--- src/rtl/h2i_pkg.sv ---
package h2i_pkg;
   localparam int HALF_W = 16;
   localparam int EXP_W  = 5;
   localparam int MAN_W  = 10;
   localparam int BIAS   = 15;
   localparam int SIG_W  = MAN_W + 1;
   // exponent value at which the significand LSB weighs exactly 1
   localparam int POINT  = BIAS + MAN_W;
   localparam int MAG_W  = 17;
   localparam int VAL_W  = MAG_W + 1;
   localparam int OUT_W  = 16;
   localparam int RND_W  = 3;

   typedef enum logic [1:0] {
      K_U8  = 2'd0,
      K_S8  = 2'd1,
      K_U16 = 2'd2,
      K_S16 = 2'd3
   } dst_kind_e;

   typedef enum logic [RND_W-1:0] {
      RM_NEAR_EVEN = 3'd0,
      RM_NEAR_AWAY = 3'd1,
      RM_DOWN      = 3'd2,
      RM_UP        = 3'd3,
      RM_CHOP      = 3'd4
   } rnd_e;

   typedef enum logic [1:0] {
      C_FINITE = 2'd0,
      C_PINF   = 2'd1,
      C_NINF   = 2'd2,
      C_NAN    = 2'd3
   } val_class_e;

   typedef struct packed {
      val_class_e       cls;
      logic             sign;
      logic [MAG_W-1:0] mag;
   } lane_pre_t;
endpackage

--- src/rtl/h2i_mode_sel.sv ---
module h2i_mode_sel #(
   parameter int CTRL_W        = 64,
   parameter int GLB_EN_BIT    = 60,
   parameter int GLB_NOSAT_BIT = 59,
   parameter bit HAS_GLOBAL    = 1'b1
) (
   input  logic [CTRL_W-1:0] ctrl_i,
   input  logic              insn_sat_i,
   output logic              sat_o
);
   generate
      if (HAS_GLOBAL) begin : g_global
         always_comb begin
            if (ctrl_i[GLB_EN_BIT]) begin
               sat_o = ~ctrl_i[GLB_NOSAT_BIT];
            end else begin
               sat_o = insn_sat_i;
            end
         end
      end else begin : g_local
         logic unused_ctrl;
         assign unused_ctrl = ^ctrl_i;
         assign sat_o = insn_sat_i;
      end
   endgenerate
endmodule

--- src/rtl/h2i_unpack_round.sv ---
module h2i_unpack_round
   import h2i_pkg::*;
(
   input  logic [HALF_W-1:0] half_i,
   input  logic [RND_W-1:0]  rnd_i,
   output lane_pre_t         pre_o
);
   localparam int GRD_W  = POINT - 1;
   localparam int WIDE_W = SIG_W + GRD_W;

   logic [EXP_W-1:0]  exp_f;
   logic [MAN_W-1:0]  man_f;
   logic [EXP_W-1:0]  exp_eff;
   logic [SIG_W-1:0]  sig;
   logic [WIDE_W-1:0] wide;
   logic [SIG_W-1:0]  ipart;
   logic              half_bit;
   logic              sticky;
   logic              inc;

   assign exp_f   = half_i[HALF_W-2 -: EXP_W];
   assign man_f   = half_i[MAN_W-1:0];
   assign exp_eff = (exp_f == '0) ? EXP_W'(1) : exp_f;
   assign sig     = {|exp_f, man_f};

   always_comb begin
      wide     = {sig, GRD_W'(0)} >> (EXP_W'(POINT) - exp_eff);
      ipart    = wide[WIDE_W-1:GRD_W];
      half_bit = wide[GRD_W-1];
      sticky   = |wide[GRD_W-2:0];
      case (rnd_i)
         RM_NEAR_EVEN: inc = half_bit & (sticky | ipart[0]);
         RM_NEAR_AWAY: inc = half_bit;
         RM_DOWN:      inc = half_i[HALF_W-1] & (half_bit | sticky);
         RM_UP:        inc = ~half_i[HALF_W-1] & (half_bit | sticky);
         default:      inc = 1'b0;
      endcase
   end

   always_comb begin
      pre_o      = '0;
      pre_o.sign = half_i[HALF_W-1];
      if (exp_f == '1) begin
         if (man_f != '0) begin
            pre_o.cls = C_NAN;
         end else if (half_i[HALF_W-1]) begin
            pre_o.cls = C_NINF;
         end else begin
            pre_o.cls = C_PINF;
         end
      end else if (exp_eff >= EXP_W'(POINT)) begin
         pre_o.cls = C_FINITE;
         pre_o.mag = MAG_W'(sig) << (exp_eff - EXP_W'(POINT));
      end else begin
         pre_o.cls = C_FINITE;
         pre_o.mag = MAG_W'(ipart) + MAG_W'(inc);
      end
   end
endmodule

--- src/rtl/h2i_fit.sv ---
module h2i_fit
   import h2i_pkg::*;
(
   input  lane_pre_t        pre_i,
   input  logic [1:0]       kind_i,
   input  logic             sat_i,
   output logic [OUT_W-1:0] res_o
);
   logic signed [VAL_W-1:0] val;
   logic signed [VAL_W-1:0] hi;
   logic signed [VAL_W-1:0] lo;
   logic signed [VAL_W-1:0] fitted;

   always_comb begin
      case (dst_kind_e'(kind_i))
         K_U8:    begin hi = 18'sd255;   lo = 18'sd0;      end
         K_S8:    begin hi = 18'sd127;   lo = -18'sd128;   end
         K_U16:   begin hi = 18'sd65535; lo = 18'sd0;      end
         default: begin hi = 18'sd32767; lo = -18'sd32768; end
      endcase
   end

   always_comb begin
      val = pre_i.sign ? -$signed({1'b0, pre_i.mag}) : $signed({1'b0, pre_i.mag});
      case (pre_i.cls)
         C_PINF: fitted = hi;
         C_NINF: fitted = lo;
         C_NAN:  fitted = '0;
         default: begin
            if (sat_i && (val > hi)) begin
               fitted = hi;
            end else if (sat_i && (val < lo)) begin
               fitted = lo;
            end else begin
               fitted = val;
            end
         end
      endcase
   end

   always_comb begin
      if (kind_i[1]) begin
         res_o = fitted[OUT_W-1:0];
      end else begin
         res_o = {{(OUT_W-8){1'b0}}, fitted[7:0]};
      end
   end
endmodule

--- src/rtl/h2i_conv.sv ---
module h2i_conv
   import h2i_pkg::*;
#(
   parameter int LANES         = 4,
   parameter int CTRL_W        = 64,
   parameter int GLB_EN_BIT    = 60,
   parameter int GLB_NOSAT_BIT = 59,
   parameter bit HAS_GLOBAL    = 1'b1
) (
   input  logic                    clk,
   input  logic                    rst_n,
   input  logic [1:0]              dst_kind,
   input  logic                    insn_sat,
   input  logic [CTRL_W-1:0]       ctrl_word,
   input  logic [RND_W-1:0]        rnd_mode,
   input  logic [LANES-1:0]        lane_en,
   input  logic [LANES*HALF_W-1:0] src_lanes,
   output logic [LANES*OUT_W-1:0]  dst_lanes
);
   generate
      if (LANES < 1) begin : g_bad_lanes
         $error("h2i_conv: LANES must be at least 1");
      end
      if (GLB_EN_BIT >= CTRL_W || GLB_NOSAT_BIT >= CTRL_W) begin : g_bad_bits
         $error("h2i_conv: control bit positions exceed CTRL_W");
      end
      if (GLB_EN_BIT == GLB_NOSAT_BIT) begin : g_same_bits
         $error("h2i_conv: enable and mode bits must differ");
      end
   endgenerate

   logic sat_eff;

   h2i_mode_sel #(
      .CTRL_W        (CTRL_W),
      .GLB_EN_BIT    (GLB_EN_BIT),
      .GLB_NOSAT_BIT (GLB_NOSAT_BIT),
      .HAS_GLOBAL    (HAS_GLOBAL)
   ) u_mode (
      .ctrl_i     (ctrl_word),
      .insn_sat_i (insn_sat),
      .sat_o      (sat_eff)
   );

   genvar gi;
   generate
      for (gi = 0; gi < LANES; gi++) begin : g_lane
         lane_pre_t        pre;
         logic [OUT_W-1:0] res;
         logic [OUT_W-1:0] q;

         h2i_unpack_round u_rnd (
            .half_i (src_lanes[gi*HALF_W +: HALF_W]),
            .rnd_i  (rnd_mode),
            .pre_o  (pre)
         );

         h2i_fit u_fit (
            .pre_i  (pre),
            .kind_i (dst_kind),
            .sat_i  (sat_eff),
            .res_o  (res)
         );

         always_ff @(posedge clk or negedge rst_n) begin
            if (!rst_n) begin
               q <= '0;
            end else if (lane_en[gi]) begin
               q <= res;
            end else begin
               q <= '0;
            end
         end

         assign dst_lanes[gi*OUT_W +: OUT_W] = q;
      end
   endgenerate
endmodule

--- config.mk ---
export PLATFORM = sky130hd
export DESIGN_NAME = h2i_conv
export DESIGN_NICKNAME = d
export VERILOG_FILES = /design/src/rtl/h2i_pkg.sv /design/src/rtl/h2i_mode_sel.sv /design/src/rtl/h2i_unpack_round.sv /design/src/rtl/h2i_fit.sv /design/src/rtl/h2i_conv.sv
export SDC_FILE = /design/constraint.sdc
export NUM_CORES = 1
export LEC_CHECK = 0
export BUFFER_PORTS_ARGS = -buffer_cell sky130_fd_sc_hd__buf_2
export CAP_MARGIN = 10
export CORE_AREA = 2 2 225 227
export CTS_BUF_LIST = sky130_fd_sc_hd__clkbuf_16
export DETAILED_ROUTE_END_ITERATION = 10
export DIE_AREA = 0 0 227 229
export GPL_TIMING_DRIVEN = 0
export RECOVER_POWER = 100
export SLEW_MARGIN = 20
export SYNTH_ARGS = -nofsm -noshare
export SYNTH_HDL_FRONTEND = slang
export SYNTH_SLANG_ARGS = --single-unit
--- constraint.sdc ---
create_clock -name clk -period 0.8 [get_ports clk]
set_input_delay 0.08 -clock clk [delete_from_list [all_inputs] [get_ports clk]]
set_output_delay 0.08 -clock clk [all_outputs]
set_load 0.1 [all_outputs]
Word level (Yosys, flattened, before mapping)
Cells that the tools add are included.
{ "word_totals": {"elab_cells": 168, "out_inout_bits": 64, "input_bits": 140, "ff_bits": 64} }
{ "op_classes": {"add_sub_neg": 16, "n_shift": 8, "n_eq_ne": 21, "n_lt_le_gt_ge": 12, "bitwise": 25, "n_reduce_logical": 27, "mux": 55} }
{ "op_table": {"columns": ["op", "count"], "rows": [
  ["2-to-1 mux 16 bit", 16],
  ["one-hot mux 16 bit (3 select lines)", 5],
  [">> shifter 35 x 5 -> 35 bit", 4],
  ["2-to-1 mux 17 bit", 8],
  ["OR reduction 23 bit", 4],
  ["greater-than comparator 18 x 17 -> 1 bit", 4],
  ["less-than comparator 18 bit", 4],
  ["2-to-1 mux 18 bit", 4],
  ["negation 17 -> 18 bit", 4],
  ["<< shifter 11 x 5 -> 17 bit", 4],
  ["adder 11 x 1 -> 12 bit", 4],
  ["nonzero test 10 bit", 4],
  ["one-hot mux 18 bit (2 select lines)", 1],
  ["2-to-1 mux 2 bit", 12],
  ["equality test 5 bit (second input constant)", 4],
  [">= comparator 5 bit (second input constant)", 4],
  ["zero test 5 bit", 4],
  ["2-to-1 mux 5 bit", 4],
  ["OR reduction 5 bit", 4],
  ["subtractor 5 bit (first input constant)", 4],
  ["subtractor 5 bit (second input constant)", 4],
  ["equality test 2 bit (second input constant)", 9],
  ["one-hot mux 1 bit (4 select lines)", 4],
  ["AND 1 bit", 12],
  ["other kinds (10)", 33]
]} }

Longest topological paths before layout
Gate-level depths: netlist of run 1.
{ "logic_depth": {"word_depth": 20, "mapped_depth": 41, "mapped_depth_nobuf": 39} }

Hierarchy
From an unflattened synthesis of run 1, not the netlist that was laid out.
{ "unflattened": {"cells_unflattened": 2034, "area_unflattened_um2": 15258.4} }
{ "by_module_without_submodules": {"columns": ["module", "seq_area_each_um2", "instances", "cells_each", "area_per_inst_um2"], "rows": [
  ["h2i_unpack_round", 0.0, 4, 309, 2064.5],
  ["h2i_fit at g_lane[0].u_fit ...", 0.0, 3, 165, 1237.4],
  ["h2i_conv", 1601.5, 1, 132, 2098.3],
  ["h2i_fit at g_lane[2].u_fit", 0.0, 1, 169, 1176.1],
  ["h2i_mode_sel", 0.0, 1, 2, 13.8]
]} }

Worst setup path after synthesis of run 1
OpenSTA, ideal clock, no wires.
{ "synth_path": {"kind": "input to register", "start": "in src_lanes[62]", "end": "reg g_lane[3].q[7]", "n_path_buf": 1, "setup_slack_ps": -6926, "t_arrival_ps": 7660, "path_stages": 35, "required_time_ps": 734, "setup_time_ps": 66, "path_cell_list": "buf_2 nor4_4 nor2_1 inv_1 mux4_2 mux2i_1 o22ai_1 or3b_2 o41ai_1 o221a_2 inv_1 o32ai_1 a32o_1 a21oi_1 ha_1 ha_1 o2111ai_1 and4b_1 o31ai_1 nand4b_1 nor3b_1 nor2_1 xor2_1 ha_1 o21a_1 o21a_1 o21a_1 o21a_1 o21a_1 o21ai_0 nand2b_1 a2111oi_0 o21ai_0 a2111oi_0 o31a_1"} }
{ "synth_between": {"elab_chain_cells": 20, "word_cells_on_any_way": 34, "classes_between": "add/sub (4); order compare (3); eq/ne (4); shift (2); mux (11); bitwise (5); reduce/logical (5)"} }
{ "synth_lines": {"columns": ["item", "line", "rtl"], "rows": [
  ["start, declared", "h2i_conv.sv:17", "input logic [LANES*HALF_W-1:0] src_lanes,"],
  ["zero test 5 bit", "h2i_unpack_round.sv:23", "assign exp_eff = (exp_f == '0) ? EXP_W'(1) : exp_f;"],
  ["2-to-1 mux 5 bit", "h2i_unpack_round.sv:23", null],
  ["subtractor 5 bit", "h2i_unpack_round.sv:27", "wide = {sig, GRD_W'(0)} >> (EXP_W'(POINT) - exp_eff);"],
  [">> shifter 35 x 5 -> 35 bit", "h2i_unpack_round.sv:27", null],
  ["OR reduction 23 bit", "h2i_unpack_round.sv:30", "sticky = |wide[GRD_W-2:0];"],
  ["bitwise OR 1 bit (on tied branches)", "h2i_unpack_round.sv:34, h2i_unpack_round.sv:35, h2i_unpack_round.sv:32", null],
  ["AND 1 bit (on tied branches)", "h2i_unpack_round.sv:35, h2i_unpack_round.sv:32, h2i_unpack_round.sv:34", null],
  ["one-hot mux 1 bit (4 select lines)", "h2i_unpack_round.sv:31", "case (rnd_i)"],
  ["[4 not listed]", null, null],
  ["2-to-1 mux 18 bit", "h2i_fit.sv:24", "val = pre_i.sign ? -$signed({1'b0, pre_i.mag}) : $signed({1'b0, pre_i.mag});"],
  ["less-than comparator 18 bit", "h2i_fit.sv:32", "end else if (sat_i && (val < lo)) begin"],
  ["logical AND 1 bit", "h2i_fit.sv:32", null],
  ["2-to-1 mux 16 bit", "h2i_fit.sv:32", null],
  ["2-to-1 mux 16 bit", "h2i_fit.sv:30", "if (sat_i && (val > hi)) begin"],
  ["one-hot mux 16 bit (3 select lines) (*)", "h2i_fit.sv:25", "case (pre_i.cls)"],
  ["2-to-1 mux 16 bit (*)", "h2i_fit.sv:42", "if (kind_i[1]) begin"],
  ["2-to-1 mux 16 bit (*)", "h2i_conv.sv:68", "end else if (lane_en[gi]) begin"],
  ["end signal, assigned", "h2i_conv.sv:69", "q <= res;"],
  ["end, declared", "h2i_conv.sv:50", "logic [OUT_W-1:0] q;"]
]} }
Mark *: on every way between the ends. The rest lies on a longest branch, timed or not.

Worst setup path in the final report of run 1
{ "layout_path": {"start": "in src_lanes[45]", "end": "reg g_lane[2].q[14]"} }
{ "layout_between": {"elab_chain_cells": 20, "word_cells_on_any_way": 34, "classes_between": "add/sub (4); order compare (3); eq/ne (4); shift (2); mux (11); bitwise (5); reduce/logical (5)"} }
{ "layout_lines": {"columns": ["item", "line"], "rows": [
  ["zero test 5 bit", "h2i_unpack_round.sv:23"],
  ["2-to-1 mux 5 bit", "h2i_unpack_round.sv:23"],
  ["subtractor 5 bit", "h2i_unpack_round.sv:27"],
  [">> shifter 35 x 5 -> 35 bit", "h2i_unpack_round.sv:27"],
  ["OR reduction 23 bit", "h2i_unpack_round.sv:30"],
  ["bitwise OR 1 bit (on tied branches)", "h2i_unpack_round.sv:34, h2i_unpack_round.sv:35, h2i_unpack_round.sv:32"],
  ["AND 1 bit (on tied branches)", "h2i_unpack_round.sv:35, h2i_unpack_round.sv:32, h2i_unpack_round.sv:34"],
  ["one-hot mux 1 bit (4 select lines)", "h2i_unpack_round.sv:31"],
  ["[4 not listed]", null],
  ["2-to-1 mux 18 bit", "h2i_fit.sv:24"],
  ["less-than comparator 18 bit", "h2i_fit.sv:32"],
  ["logical AND 1 bit", "h2i_fit.sv:32"],
  ["2-to-1 mux 16 bit", "h2i_fit.sv:32"],
  ["2-to-1 mux 16 bit", "h2i_fit.sv:30"],
  ["one-hot mux 16 bit (3 select lines) (*)", "h2i_fit.sv:25"],
  ["2-to-1 mux 16 bit (*)", "h2i_fit.sv:42"],
  ["2-to-1 mux 16 bit (*)", "h2i_conv.sv:68"],
  ["end signal, assigned", "h2i_conv.sv:69"],
  ["end, declared", "h2i_conv.sv:50"]
]} }
Marks and branches as above.

==> results of run 1 <==
[routing by layer]
| metal | GRT usage [%] | vias to the layer above | part of all wire [%] |
|---|---|---|---|
| li1 | - | 8565 | - |
| met1 | 30.2 | 9028 | 42 |
| met2 | 39.0 | 875 | 49 |
| met3 | 2.53 | 172 | 6.1 |
| met4 | 7.88 | 2 | 3.6 |
| met5 | 0 | - | 0.021 |
[synth_stat cells (all sizes together), types with 12 or more instances]
library cell / instances / area [sq um]
a21oi: 160 / 801
o21ai: 128 / 641
a21o: 35 / 263
o211a: 12 / 120
nor2b: 26 / 163
mux2i: 49 / 490
nand2b: 38 / 238
a211oi: 29 / 228
or2: 13 / 81.3
inv: 55 / 206
nand4: 31 / 194
buf: 36 / 185
nor2: 174 / 671
nor3: 73 / 375
a31oi: 36 / 225
clkbuf: 99 / 372
xor2: 44 / 400
o32ai: 12 / 105
a32oi: 12 / 105
nand2: 213 / 800
xnor2: 65 / 569
o31ai: 31 / 238
ha: 108 / 1350
or3: 19 / 124
mux4: 29 / 653
nor4: 36 / 289
dfrtp: 64 / 1600
o211ai: 36 / 270
or4: 19 / 146
a22oi: 19 / 143
o21a: 34 / 255
and2: 15 / 96.3
nand3: 86 / 435
[final cells by class]
class,count,share of cell area (%)
clock inverters,7,0.573
diodes,3,0.0344
flip-flops and latches,64,7.69
repair buffers,343,15.2
well taps,672,3.85
inverters,63,1.26
plain buffers,129,4.08
clock buffers,9,1.03
multi-input cells,1793,66.3
[logic make-up (layout without fill, tap and decap cells)]
logic type,count (synthesis),count (layout),share of synthesized area (%)
simple gates,788,788,27.0
other cells,0,3,0
mux,88,88,8.50
xor+xnor,109,109,6.56
flops,64,64,10.8
buf+inv,198,551,5.37
fa+ha+maj,108,108,9.14
compound gates,700,700,32.6
[worst paths after layout]
| check | start | end | slack [ps] | cells past startpoint |
|---|---|---|---|---|
| setup / recovery | src_lanes[45] | g_lane[2].q[14] | -6640 | 38 |
| hold / removal | rst_n | g_lane[2].q[2] | -140 | 1 |
| max in group asynchronous | rst_n | g_lane[1].q[9] | 300 | 1 |
| min in group clk | lane_en[3] | g_lane[3].q[7] | 30 | 2 |
[power by group]
part / switching [mW] / internal [mW] / total (mW) / leakage, nW
Sequential: 0.471 / 3.83 / 4.30 / 0.758
Combinational: 15.7 / 11.1 / 26.8 / 7.69
Clock: 1.73 / 3.09 / 4.81 / 0.171
[stage by stage]
step	TNS (ps)	worst slack (ps)	util (%)	instance area, sq um	hold WS, ps
floorplan	-365490	-6070	-	15400	-216
global placement	-488700	-7400	33.8	16800	384
detailed placement	-453260	-7490	33.8	16800	226
CTS	-387470	-6380	42.2	20900	-146
global route	-415350	-6900	44.0	21800	-43.9
finish	-397430	-6640	44.0	21800	-136
[what timing repair did]
action                                  CTS  global route
hold endpoints to repair                 64            64
pin swaps                               161            96
buffers inserted                        205            36
endpoints found under the setup margin  128           128
resized for setup                       552           154
gates cloned                              5             0
==> impl_metrics.env, run 1 <==
export IMPL_status="finished, violations left"
export IMPL_failed_checks="hold timing, setup timing"
export IMPL_post_drt_via_cell_ratio=6.05
export IMPL_area_of_the_multi_input_gates_sq_um=14500
export IMPL_synth_cell_area_sq_um=14800
export IMPL_final_period_minus_worst_setup_slack_ps=7440
export IMPL_cts_buf_count=9
export IMPL_end_kind="flip-flop"
export IMPL_period_share_pct=931
export IMPL_grt_max_degree=65
export IMPL_hold_viol=64
export IMPL_grt_setup_unrepaired="true"
export IMPL_irDropWorstVdd_v=0.00107
export IMPL_post_synthesis_cells=2055
export IMPL_setup_violations_final=128
export IMPL_synthFlopType="sky130_fd_sc_hd__dfrtp_1"
export IMPL_proportion_of_layout_cells_with_a_drive_suffix_above_1_pct=37.0
export IMPL_drt_wirelength_per_cell_um=20.4
export IMPL_tightestPinTransition_ps=1130
export IMPL_p_leak_nw=8.62
export IMPL_placeableCoreArea_sq_um=49700
export IMPL_relSlewSlack_pct=24.5
export IMPL_drt_antenna_violating_nets=0
export IMPL_antenna_violations_before_repair=4
export IMPL_timing_critical_path_slowest_stage_cell="sky130_fd_sc_hd__or4_4"
export IMPL_post_layout_total_power_mw=35.9
export IMPL_mappedNetlistNets=2303
export IMPL_grt_pass1_vias=17900
export IMPL_tritoncts="done"
export IMPL_worst_path_largest_cell_delay_ps=510
export IMPL_crit_fanout=6
export IMPL_power_density_cell_area_nw_per_um2=1640
export IMPL_dieArea_sq_um=52000
export IMPL_gr_usage_all_layers_pct=23.0
export IMPL_max_ffs_per_register=64
export IMPL_final_max_slew_violation_count=0
export IMPL_yosysWarningCount=0
export IMPL_clkSlewWorstSetupHoldPaths_ps=70
export IMPL_critical_path_most_common_cell="sky130_fd_sc_hd__o21a_1"
export IMPL_num_vias=18600
export IMPL_detail_route_drc_violations=0
export IMPL_synth_edf_count=0
export IMPL_clk_root_buffer_cell="sky130_fd_sc_hd__clkbuf_16"
export IMPL_syn2layout_area_growth_pct=47.9
export IMPL_globalplace_congestion=0.971
export IMPL_dpl_hpwl_mm=45.1
export IMPL_die_height_um=229
export IMPL_worst_hold_path_type="in -> async"
export IMPL_layout_common_cells="sky130_fd_sc_hd__buf_4, sky130_fd_sc_hd__nand2_1, sky130_fd_sc_hd__nor2_1, sky130_fd_sc_hd__a21oi_1, sky130_fd_sc_hd__o21ai_0"
export IMPL_placement_io_buffers=114
export IMPL_drtIter0Drc=1757
export IMPL_area_of_all_sequential_standard_cells_sq_um=1680
export IMPL_num_fill_cells=4812
export IMPL_layout_commonest_cell="sky130_fd_sc_hd__buf_4"
export IMPL_max_freq_mhz=134
export IMPL_grt_overflow_total=0
export IMPL_required_ps=1000
export IMPL_synth_async_sr_flop_share_pct=100
export IMPL_proportion_of_synthesized_chip_area_in_sequential_cells_pct=10.8
export IMPL_fin_cells=3083
export IMPL_drv_cap=0
export IMPL_cp_num_buf_inv=4
export IMPL_synthDistinctLibCells=99
export IMPL_post_place_cells=2842
export IMPL_die_x_um=227
export IMPL_io_pins=204
export IMPL_cts_htree_levels=3
export IMPL_cts_root_to_sink_buffers=2
export IMPL_rows=82
export IMPL_nets=2651
export IMPL_worst_hold_slack_after_final_layout_ps=-136
export IMPL_timing_critical_path_max_delay_family="compound AO/OA/AOI/OAI gates"
export IMPL_clock_sinks=64
export IMPL_timing_critical_path_from_type="primary input"
export IMPL_top_register="g_lane.q"
export IMPL_grt_first_pass_wirelength_mm=97.8
export IMPL_firstDrtPassIters=6
export IMPL_start_util_pct=29.8
export IMPL_timing_critical_path_arrival_ps=7640
export IMPL_worst_slack_ps=-6640
export IMPL_synth_seq_cells=64
export IMPL_crit_path_class="in -> reg"
export IMPL_detail_route_wirelength_mm=62.8
export IMPL_avg_synthesized_cell_area_sq_um=7.19
export IMPL_reg_top3="g_lane.q x64"
Power figures use the tool's default switching activity.
==> inputs of run 2 (changes only) <==
- CORE_AREA: 2 2 225 227 -> 10 10 223 246
- DIE_AREA: 0 0 227 229 -> 0 0 233 256
==> run 2 against run 1 <==
Against the previous run: the run ends with setup timing left; core utilization fell by 1.6 points; combinational power decreased by 6%; critical endpoint is now g_lane[2].q[15]; design area down 3.4%; routed wire length up 1.0%; first-iteration DRC count increased by 5.2%; count of clock-buffer cells in the layout is the same; sequential share of layout area rose by 0.27 points; total power is 4.3% lower; clock power increased by 1%; via count shrank 1.7%; highest routed layer unchanged; setup slack better by 69 ps.
==> impl_metrics.env, run 2 (synthesized netlist as in run 1, its figures left out) <==
export IMPL_status="finished, violations left"
export IMPL_failed_checks="setup timing"
export IMPL_drt_wirelength_per_cell_um=21.0
export IMPL_met3_track_utilization_from_global_routing_pct=2.58
export IMPL_max_ffs_per_register=64
export IMPL_worst_path_largest_cell_delay_ps=550
export IMPL_layout_commonest_cell="sky130_fd_sc_hd__nand2_1"
export IMPL_critical_path_most_common_cell="sky130_fd_sc_hd__o21a_1"
export IMPL_top_register="g_lane.q"
export IMPL_post_drt_via_cell_ratio=6.07
export IMPL_cts_root_to_sink_buffers=2
export IMPL_power_frac_comb_pct=73.3
export IMPL_dieArea_sq_um=59600
export IMPL_worst_slack_ps=-6580
export IMPL_setup_violations_final=128
export IMPL_grt_setup_unrepaired="true"
export IMPL_placeableCoreArea_sq_um=49700
export IMPL_clkSlewWorstSetupHoldPaths_ps=60
export IMPL_layout_common_cells="sky130_fd_sc_hd__nand2_1, sky130_fd_sc_hd__buf_4, sky130_fd_sc_hd__nor2_1, sky130_fd_sc_hd__a21oi_1, sky130_fd_sc_hd__ha_1"
export IMPL_nets=2600
export IMPL_cts_htree_levels=3
export IMPL_io_pins=204
export IMPL_final_period_minus_worst_setup_slack_ps=7380
export IMPL_irDropWorstVdd_v=0.00171
export IMPL_grt_max_degree=56
export IMPL_globalplace_congestion=0.951
export IMPL_detail_route_drc_violations=0
export IMPL_crit_path_class="in -> reg"
export IMPL_power_density_cell_area_nw_per_um2=1630
export IMPL_num_vias=18300
export IMPL_drv_cap=0
export IMPL_required_ps=1040
export IMPL_post_layout_total_power_mw=34.4
export IMPL_power_switching_fraction_pct=50.9
export IMPL_clock_power_share_pct=14.2
export IMPL_utilization_pct=42.4
export IMPL_grt_first_pass_wirelength_mm=97.1
export IMPL_grt_pass1_vias=17200
export IMPL_firstDrtPassIters=6
export IMPL_max_freq_mhz=136
export IMPL_grt_met1_usage_pct=25.4
export IMPL_num_fill_cells=4838
export IMPL_placement_io_buffers=114
export IMPL_final_max_slew_violation_count=0
export IMPL_timing_critical_path_from_type="primary input"
export IMPL_drt_antenna_violating_nets=0
export IMPL_rows=86
export IMPL_detail_route_wirelength_mm=63.4
export IMPL_tightestPinTransition_ps=1290
export IMPL_proportion_of_layout_cells_with_a_drive_suffix_above_1_pct=33.6
export IMPL_grt_overflow_total=0
export IMPL_tritoncts="done"
export IMPL_period_share_pct=922
export IMPL_cellInternalPower_mw=16.9
export IMPL_hold_viol=0
export IMPL_clk_root_buffer_cell="sky130_fd_sc_hd__clkbuf_16"
export IMPL_drtIter0Drc=1849
export IMPL_start_util_pct=29.7
export IMPL_die_x_um=233
export IMPL_power_sequential_fraction_pct=12.5
export IMPL_switchingPower_mw=17.5
export IMPL_die_height_um=256
export IMPL_clock_sinks=64
export IMPL_gr_usage_all_layers_pct=19.9
export IMPL_timing_critical_path_arrival_ps=7620
export IMPL_reg_top3="g_lane.q x64"
export IMPL_fin_cells=3018
export IMPL_antenna_violations_before_repair=3
export IMPL_p_leak_nw=8.26
export IMPL_crit_fanout=10
export IMPL_relSlewSlack_pct=14.1
export IMPL_timing_critical_path_slowest_stage_cell="sky130_fd_sc_hd__or4_4"
export IMPL_dpl_hpwl_mm=46.9
export IMPL_worst_hold_path_type="in -> reg"
export IMPL_end_kind="flip-flop"
export IMPL_worst_hold_slack_after_final_layout_ps=32.4
export IMPL_cts_buf_count=9
export IMPL_syn2layout_area_growth_pct=42.8
export IMPL_grt_met2_usage_pct=32.9
export IMPL_post_place_cells=2831
export IMPL_top_usage_layer="met2"
==> run 2: changes by cell type in the layout (fill, tap and decap cells not counted), sizes merged <==
cell / before / now
buf: 381 / 335
clkbuf: 100 / 93
clkinv: 6 / 8
diode: 3 / 1
dlygate4sd3: 0 / 2
clkinvlp: 3 / 2
inv: 58 / 57
==> run 2: final cells by class <==
class | instances | area [sq um] | share of cell area, %
multi-input combinational | 1793 | 14200 | 67.4
timing repair buffer | 293 | 2920 | 13.8
sequential | 64 | 1680 | 7.96
buffer | 128 | 826 | 3.91
tap | 660 | 826 | 3.91
inverter | 63 | 275 | 1.30
clock buffer | 9 | 225 | 1.07
clock inverter | 7 | 128 | 0.605
antenna | 1 | 2.50 | 0.0119
==> run 2: per-layer routing <==
metal  part of all wire [%]  vias up
li1                       -     8439
met1                     41     8834
met2                     48      890
met3                    6.8      165
met4                    3.9        4
met5                  0.033        -
==> run 2: worst paths after layout <==
kind / start / endpoint / slack (ps) / cells past startpoint
max in group asynchronous: rst_n / g_lane[3].q[0] / 30 / 3
min in group asynchronous: rst_n / g_lane[2].q[13] / 160 / 2
hold / removal: lane_en[1] / g_lane[1].q[7] / 30 / 3
setup / recovery: src_lanes[44] / g_lane[2].q[15] / -6580 / 39
==> run 2: power groups by stage <==
| stage | combinational, mW | sequential (mW) | clock [mW] |
|---|---|---|---|
| 6_report | 25.2 | 4.30 | 4.87 |
| 2_1_floorplan | 10.8 | 7.72 | 0 |
| 5_1_grt | 26.8 | 4.33 | 5.08 |
| 3_5_place_dp | 18.8 | 4.08 | 0 |
| 3_3_place_gp | 18.6 | 4.08 | 0 |
| 4_1_cts | 22.9 | 4.28 | 4.94 |
==> run 2: repair_timing <==
item | in CTS | in global routing
setup buffers | 125 | 49
hold endpoints to repair | 65 | 0
pin swaps | 127 | 83
resized for setup | 461 | 166
hold buffers | 2 | 0
endpoints found under the setup margin | 128 | 128
cloned | 2 | 0
==> run 2: worst max-delay path, delay by kind of cell <==
| kind | cells | cell delay [ps] |
|---|---|---|
| fa+ha+maj | 3 | 810 |
| simple gates | 8 | 1860 |
| buf+inv | 9 | 1340 |
| compound gates | 18 | 3170 |
| xor+xnor | 1 | 340 |
==> run 2: through the flow <==
step / setup slack, ps / TNS [ps] / instance area (sq um)
CTS: -6590 / -391270 / 20000
global route: -6890 / -422120 / 21100
global placement: -7470 / -496150 / 16700
detailed placement: -7590 / -452620 / 16800
finish: -6580 / -399460 / 21100
floorplan: -6070 / -365490 / 15400
